**src/rtl/boot_bus_pkg.sv**
```systemverilog
package boot_bus_pkg;

    localparam int ADDR_W = 16;
    localparam int PAGE_W = 5;                  // A15..A11 drive all decoding
    localparam logic [PAGE_W-1:0] SAFE_PAGE = 5'b01001; // 4800-4FFF window

    typedef struct packed {
        logic rom;
        logic port;
    } bus_sel_t;

    typedef enum logic {
        REG_DATA = 1'b0,
        REG_DIR  = 1'b1
    } port_reg_e;

    // Boot ROM pages 1xxx and 3xxx
    function automatic logic is_rom_page(input logic [PAGE_W-1:0] page);
        return (page[4:1] == 4'h1) || (page[4:1] == 4'h3);
    endfunction

    // 4000-4FFF qualified by A11
    function automatic logic is_port_page(input logic [PAGE_W-1:0] page);
        return (page[4:1] == 4'h4) && page[0];
    endfunction

endpackage

```
**src/rtl/boot_addr_decode.sv**
```systemverilog
module boot_addr_decode
    import boot_bus_pkg::*;
(
    input  logic [PAGE_W-1:0] page,
    input  logic              dec_en,
    input  logic              ovr_en,
    output bus_sel_t          sel
);
    logic rom_hit;
    logic port_hit;

    always_comb begin
        rom_hit  = is_rom_page(page) || (ovr_en && page[PAGE_W-1]);
        port_hit = is_port_page(page);
        sel.rom  = dec_en && rom_hit;
        sel.port = dec_en && port_hit;
    end


    always_comb begin
        sel_exclusive_chk: assert (!(sel.rom && sel.port));
    end

endmodule

```
**src/rtl/boot_bus_remap.sv**
```systemverilog
module boot_bus_remap
    import boot_bus_pkg::*;
(
    input  logic [ADDR_W-1:0] addr_in,
    input  bus_sel_t          sel,
    output logic [ADDR_W-1:0] addr_out,
    output logic              con_en
);
    localparam int LOW_W = ADDR_W - PAGE_W;

    logic internal;

    always_comb begin
        internal = sel.rom || sel.port;
        con_en   = !internal;
        addr_out = internal ? {SAFE_PAGE, addr_in[LOW_W-1:0]} : addr_in;
    end

endmodule

```
**src/rtl/boot_io_port.sv**
```systemverilog
module boot_io_port
    import boot_bus_pkg::*;
#(
    parameter int PORT_W = 8
) (
    input  logic              clk,
    input  logic              rst,
    input  logic              wr_en,
    input  port_reg_e         reg_idx,
    input  logic [PORT_W-1:0] wdata,
    input  logic [PORT_W-1:0] pin_in,
    output logic [PORT_W-1:0] data_q,
    output logic [PORT_W-1:0] dir_q,
    output logic [PORT_W-1:0] pin_level,
    output logic [PORT_W-1:0] rd_view
);
    always_ff @(posedge clk) begin
        if (rst) begin
            data_q <= '0;
            dir_q  <= '0;
        end else if (wr_en) begin
            if (reg_idx == REG_DIR) dir_q  <= wdata;
            else                    data_q <= wdata;
        end
    end

    for (genvar i = 0; i < PORT_W; i++) begin : g_pin
        assign pin_level[i] = dir_q[i] ? data_q[i] : pin_in[i];
    end

    assign rd_view = (reg_idx == REG_DIR) ? dir_q : pin_level;


    dir_reset_chk: assert property (@(posedge clk) rst |=> (dir_q == '0));


    hold_no_write_chk: assert property (@(posedge clk) disable iff (rst)
        !wr_en |=> ($stable(dir_q) && $stable(data_q)));

endmodule

```
**src/rtl/boot_bus_decoder.sv**
```systemverilog
module boot_bus_decoder
    import boot_bus_pkg::*;
#(
    parameter int PORT_W  = 8,
    parameter int DEC_BIT = 0,
    parameter int OVR_BIT = 1
) (
    input  logic              clk,
    input  logic              rst,
    input  logic [15:0]       cpu_addr,
    input  logic              cpu_rw,
    input  logic              cpu_m2,
    input  logic [PORT_W-1:0] cpu_wdata,
    output logic [PORT_W-1:0] cpu_rdata,
    output logic              rom_sel,
    output logic              rom_oe,
    output logic              port_sel,
    output logic [15:0]       con_addr,
    output logic              con_en,
    input  logic [PORT_W-1:0] pin_in,
    output logic [PORT_W-1:0] pin_out,
    output logic [PORT_W-1:0] pin_oe
);
    localparam int LOW_W = ADDR_W - PAGE_W;

    bus_sel_t          sel;
    logic [PORT_W-1:0] data_q;
    logic [PORT_W-1:0] dir_q;
    logic [PORT_W-1:0] pin_level;
    logic [PORT_W-1:0] rd_view;
    logic              dec_en;
    logic              ovr_en;
    logic              port_wr;
    port_reg_e         reg_idx;

    assign dec_en  = pin_level[DEC_BIT];
    assign ovr_en  = pin_level[OVR_BIT];
    assign reg_idx = port_reg_e'(cpu_addr[0]);
    assign port_wr = sel.port && cpu_m2 && !cpu_rw;

    boot_addr_decode u_decode (
        .page   (cpu_addr[ADDR_W-1:LOW_W]),
        .dec_en (dec_en),
        .ovr_en (ovr_en),
        .sel    (sel)
    );

    boot_bus_remap u_remap (
        .addr_in  (cpu_addr),
        .sel      (sel),
        .addr_out (con_addr),
        .con_en   (con_en)
    );

    boot_io_port #(.PORT_W(PORT_W)) u_port (
        .clk       (clk),
        .rst       (rst),
        .wr_en     (port_wr),
        .reg_idx   (reg_idx),
        .wdata     (cpu_wdata),
        .pin_in    (pin_in),
        .data_q    (data_q),
        .dir_q     (dir_q),
        .pin_level (pin_level),
        .rd_view   (rd_view)
    );

    assign rom_sel   = sel.rom;
    assign port_sel  = sel.port;
    assign rom_oe    = sel.rom && cpu_m2 && cpu_rw;
    assign pin_out   = data_q;
    assign pin_oe    = dir_q;
    assign cpu_rdata = (sel.port && cpu_rw) ? rd_view : '0;


    lockout_sticky_chk: assert property (@(posedge clk) disable iff (rst)
        (dir_q[DEC_BIT] && !data_q[DEC_BIT]) |=> (!rom_sel && !port_sel));


    vector_override_chk: assert property (@(posedge clk) disable iff (rst)
        (dec_en && ovr_en && cpu_addr[15]) |-> !con_en);


    safe_window_chk: assert property (@(posedge clk) disable iff (rst)
        !con_en |-> (con_addr[15:11] == SAFE_PAGE));


    rom_oe_qual_chk: assert property (@(posedge clk) disable iff (rst)
        rom_oe |-> (cpu_m2 && cpu_rw && rom_sel));


    passthru_chk: assert property (@(posedge clk) disable iff (rst)
        con_en |-> (con_addr == cpu_addr));

endmodule

```
**config.mk**
```make
export PLATFORM = sky130hd
export DESIGN_NAME = boot_bus_decoder
export DESIGN_NICKNAME = d
export VERILOG_FILES = /design/src/rtl/boot_bus_pkg.sv /design/src/rtl/boot_addr_decode.sv /design/src/rtl/boot_bus_remap.sv /design/src/rtl/boot_io_port.sv /design/src/rtl/boot_bus_decoder.sv
export SDC_FILE = /design/constraint.sdc
export NUM_CORES = 1
export LEC_CHECK = 0
export BUFFER_PORTS_ARGS = -buffer_cell sky130_fd_sc_hd__buf_2
export CORE_AREA = 2 2 68 70
export CTS_BUF_LIST = sky130_fd_sc_hd__clkbuf_4
export CTS_CLUSTER_SIZE = 30
export DETAILED_ROUTE_END_ITERATION = 8
export DIE_AREA = 0 0 70 72
export GPL_ROUTABILITY_DRIVEN = 1
export MAX_ROUTING_LAYER = met4
export SYNTH_ARGS = -nofsm -noshare
export SYNTH_HDL_FRONTEND = slang
export SYNTH_HIERARCHICAL = 1
export SYNTH_SLANG_ARGS = --single-unit
```
**constraint.sdc**
```tcl
create_clock -name clk -period 2.2 [get_ports clk]
set_input_delay 0.11 -clock clk [delete_from_list [all_inputs] [get_ports clk]]
set_output_delay 0.11 -clock clk [all_outputs]
set_load 0.05 [all_outputs]
```
After elaboration in Yosys (flattened, before gate mapping)
Index checks and enable logic that the tools add are counted. W data, S select, Z words.

Equal/unequal tests: 3. Mux-type cells: 11. Bitwise gates (word level): 1. Reduce and logical (&&, ||, !) cells: 16.

Operators by type and width (count): $mux W16 (1); $mux W8 (2); $logic_and A1 B1 Y1 (9); $mux W1 (8); $eq A4 B1 Y1 const B (1); $eq A4 B2 Y1 const B (1); $eq A4 B3 Y1 const B (1); $reduce_and A2 Y1 (2); $logic_or A1 B1 Y1 (3); $logic_not A1 Y1 (2); $not A1 Y1 (1).

Register bits: 16. Output and inout bits: 44.

Longest topological paths before layout
Depth after elaboration: 6. Gate-level depth with buffers: 7. Gate-level depth less buffers: 6.

By module
The synthesis kept the hierarchy.

By module, submodules not included: boot_io_port (instances 1, cells an instance 99, sequential area each 320.3 um^2, area an instance 918.4 um^2); boot_bus_remap (instances 1, cells an instance 17, sequential area each 0.0 um^2, area an instance 121.4 um^2); boot_bus_decoder (instances 1, cells an instance 10, sequential area each 0.0 um^2, area an instance 76.3 um^2); boot_addr_decode (instances 1, cells an instance 4, sequential area each 0.0 um^2, area an instance 35.0 um^2).

Least setup slack after synthesis
No wires, ideal clock.

Path type: reg2reg. Start point: register u_port.dir_q[0]. End point: register u_port.data_q[2]. Arrival: 3.471 ns. Clock period less this slack: 3.543 ns. Required time: 2.128 ns. Cell stages (with the launch flop): 8. Setup slack: -1.343 ns. Path through: dfxtp_1 -> mux2_2 -> nand4b_1 -> nor3_1 -> and3b_1 -> and2b_1 -> buf_6 -> mux2i_1.

Word-level cells in the longest chain between the ends: 5.

Ends and longest elaborated chain: from (decl) (line boot_io_port.sv:13) `output logic [PORT_W-1:0] dir_q,`; from (signal assigned) (line boot_io_port.sv:22) `if (reg_idx == REG_DIR) dir_q <= wdata;`; $mux W1 (line boot_io_port.sv:28) `assign pin_level[i] = dir_q[i] ? data_q[i] : pin_in[i];`; net pin_level[0] (line boot_bus_decoder.sv:29) `logic [PORT_W-1:0] pin_level;`; $logic_and A1 B1 Y1 (line boot_addr_decode.sv:16) `sel.port = dec_en && port_hit;`; net port_sel (line boot_bus_decoder.sv:17) `output logic port_sel,`; $logic_and A1 B1 Y1 (2 in series) (line boot_bus_decoder.sv:39) `assign port_wr = sel.port && cpu_m2 && !cpu_rw;`; net port_wr (line boot_bus_decoder.sv:33) `logic port_wr;`; $reduce_and A2 Y1 (no source line); to (signal assigned) (line boot_io_port.sv:23) `else data_q <= wdata;`; to (decl) (line boot_io_port.sv:12) `output logic [PORT_W-1:0] data_q,`.

The timed path passes the listed nets, and every way through them passes these cells. A chain may end at the register's enable or synchronous reset.

Final worst setup path
Start point: register u_port.dir_q[0]. End point: output port con_addr[14].

Word-level cells in the longest chain between the ends: 4. Elaborated cells on any way between the ends: 5.

Ends and longest elaborated chain: $mux W1 (*) (line boot_io_port.sv:28); net pin_level[0] (line boot_bus_decoder.sv:29); $logic_and A1 B1 Y1 (on tied branches) (line boot_addr_decode.sv:15, boot_addr_decode.sv:16); $logic_or A1 B1 Y1 (*) (line boot_bus_remap.sv:14) `internal = sel.rom || sel.port;`; $mux W16 (*) (line boot_bus_remap.sv:16) `addr_out = internal ? {SAFE_PAGE, addr_in[LOW_W-1:0]} : addr_in;`; to (decl) (line boot_bus_decoder.sv:18) `output logic [15:0] con_addr,`.

Mark *: on every way through the listed nets, which the timed path passes. The rest lies on a longest branch.

==> summary.txt <==
Power
  – Max VDD drop: 0.186 mV
  – P_int: 0.420 mW
  – Switching part of the total: 29.1%
  – Leak: 0.732 nW
  – Clk pwr share: 29.3%
  – PwrDens: ~420 mW/mm2
  – Sequential power share: 48.6%
  – Comb pwr share: 22.2%
  – NetSw: 0.172 mW

Clock tree
  – Clock Sinks: 16
  – Total setup buffers inserted after CTS: 0
  – CTS tree: built
  – Clock Latency Late Sink: roughly 280 ps
  – Cts bufs inserted: 3
  – Maximum root-to-sink buffer count: 2
  – Root Driver: clkbuf_4
  – CTS H-Tree Depth: 1
  – Post-CTS Hold Buffers: 0
  – Reg clk slew, reported paths: 100 ps

Routing
  – DRT iter0 DRCs: 7
  – Via count: between 900 and 1000
  – # DRC: 0
  – Drt pass-1 iters: 2
  – Vias/cell: 4.48
  – Final wirelength: 2810 um
  – DR WL/cell: approximately 13 um
  – Post-DRT Antenna Nets: 0

Critical path
  – Worst-path fanout max: 8
  – CP required: 2090 ps
  – CP Data Arrival Time: 2000 ps
  – Worst r2r src: u_port/dir_q[0]
  – Crit end category: output pin
  – Setup slack, reg-to-reg: between 300 and 400 ps
  – R2r worst-path depth: 6
  – CP Class: reg2out
  – Slowest cell on crit path: dfxtp_4
  – FF-to-FF End: u_port/data_q[5]
  – CP bufs+invs: 1
  – Stages on the worst setup path: 5
  – Crit path launch type: flop
  – Worst setup path endpoint: con_addr[14]
  – Crit path launch: u_port/dir_q[0]
  – Biggest cell delay along the critical path: 380 ps
  – CP delay by family, top: simple AND/OR/NAND/NOR gates
  – Cells along the critical path: mux2_4, and4bb_1, a31o_2, or3_1, buf_2

Status
  – Status: complete, no violations

Global route
  – First-pass GRT wire length: ~4800 um
  – Largest net degree at the start of global routing: 25
  – Initial antenna violation count: 0
  – Grt ovf: 0
  – GRT Util Overall: 12.1%
  – Number of global-route vias before repair: 1031

Layout
  – Diode count: 0
  – Fill count: 460
  – Register area: approximately 330 um2
  – Post-layout net count: 208
  – Layout cells sized above 1: 54.4%
  – Area Overhead vs Synth: 30.6%
  – Post-Route Utilization: 33.4%
  – Multi-input logic area: 688 um2

Synth
  – Yosys warning count: 6
  – Syn_nets: 158
  – Syn avg cell area: around 8.9 um2
  – Synthesized netlist cell count: about 120
  – Mapped cell area: ~0.0011 mm2

Floorplanning
  – I/O pin count: 80
  – Initial core utilization: roughly a quarter
  – DIE AREA: around 0.0050 mm2
  – Core Region: around 0.0043 mm2
  – Die Wd: 70 um
  – Die Y: about 72 um
  – Site Rows: 24

Placement
  – GPL Wtd Cong: 0.783
  – Port Buffers: 59
  – Hpwl dp: about 2100 um

Timing
  – Final Critical Period: 2110 ps
  – Fin Clk Skew: 7.87 ps
  – Final hold vios: 0
  – Max-slew headroom: 77.6%
  – Worst slew pin tran: 336 ps
  – Final setup fails: 0
  – Fmax: roughly 470 MHz
  – Setup tns final: 0 ps
  – Final Cycle Share: 95.8%
  – Pins Over Slew Limit: 0
  – Unrepaired setup endpoints after global routing: no

Hold path
  – Hold Crit Class: in2reg
  – Min-delay src: cpu_wdata[0]

Job
  – Maxcap violations: 0
-- registers in the layout, indices dropped and copies added (netlist names) --
register and count:
u_port/dir_q 8, u_port/data_q 8
-- placed cells by master (no fill, tap or decap), drive strengths merged, types with 2 or more instances in the layout --
cell type / instances
clkbuf: 4
buf: 61
and3: 9
nand2b: 33
dfxtp: 16
o21ai: 16
mux2i: 16
nor3b: 3
mux2: 2
or3: 2
-- power by group through the flow --
| stage | Clock (mW) | Combinational [mW] | Sequential [mW] |
|---|---|---|---|
| after floorplan | 0 | 0.136 | 0.296 |
| after detailed placement | 0 | 0.132 | 0.294 |
| after global placement | 0 | 0.131 | 0.294 |
| after CTS | 0.181 | 0.132 | 0.288 |
| final | 0.173 | 0.131 | 0.288 |
| after global routing | 0.193 | 0.144 | 0.288 |
-- worst reg2reg max path, stage by stage, from the launching register on --
cell	delay (ps)
dfxtp_4	370
mux2_4	200
nand4b_1	150
nor3_4	220
and3b_2	260
and2b_1	340
mux2i_1	220
-- metrics by stage --
step	total power [mW]	setup WS (ps)	instance area (um2)	cells	hold WS (ps)
floorplan	0.431	-110	1130	122	275
global placement	0.425	416	1390	219	220
detailed placement	0.426	370	1390	219	220
CTS	0.600	62.7	1420	223	99.5
global route	0.625	14.2	1430	223	115
finish	0.592	92.5	1430	223	98.5
-- how the worst min path moves through the flow --
stage / end / slack (ps) / depth (start not counted)
2_1_floorplan: u_port/data_q[0] / 280 / 2
3_3_place_gp: con_addr[5] / 220 / 0
3_5_place_dp: con_addr[5] / 220 / 0
4_1_cts: u_port/dir_q[7] / 100 / 3
5_1_grt: u_port/dir_q[0] / 120 / 3
6_report: u_port/data_q[0] / 100 / 3
-- layer usage --
metal | vias up | global-route usage, % | part of all wire, %
li1 | 512 | - | -
met1 | 423 | 14.7 | 46
met2 | 51 | 18.7 | 41
met3 | 12 | 2.78 | 10
met4 | 0 | 6.41 | 3.0
met5 | - | - | 0
-- area by class of cell --
type / count / share of cell area, %
multi-input cells: 90 / 48.3
flip-flops and latches: 16 / 23.1
repair buffers: 61 / 21.9
well taps: 52 / 4.57
clock buffers: 4 / 2.11
-- timing repair --
action | 4_1_cts | 5_1_grt
endpoints found under the setup margin | 0 | 2
resized for setup | 0 | 3
hold endpoints to repair | 0 | 0
Power figures use the tool's default switching activity.
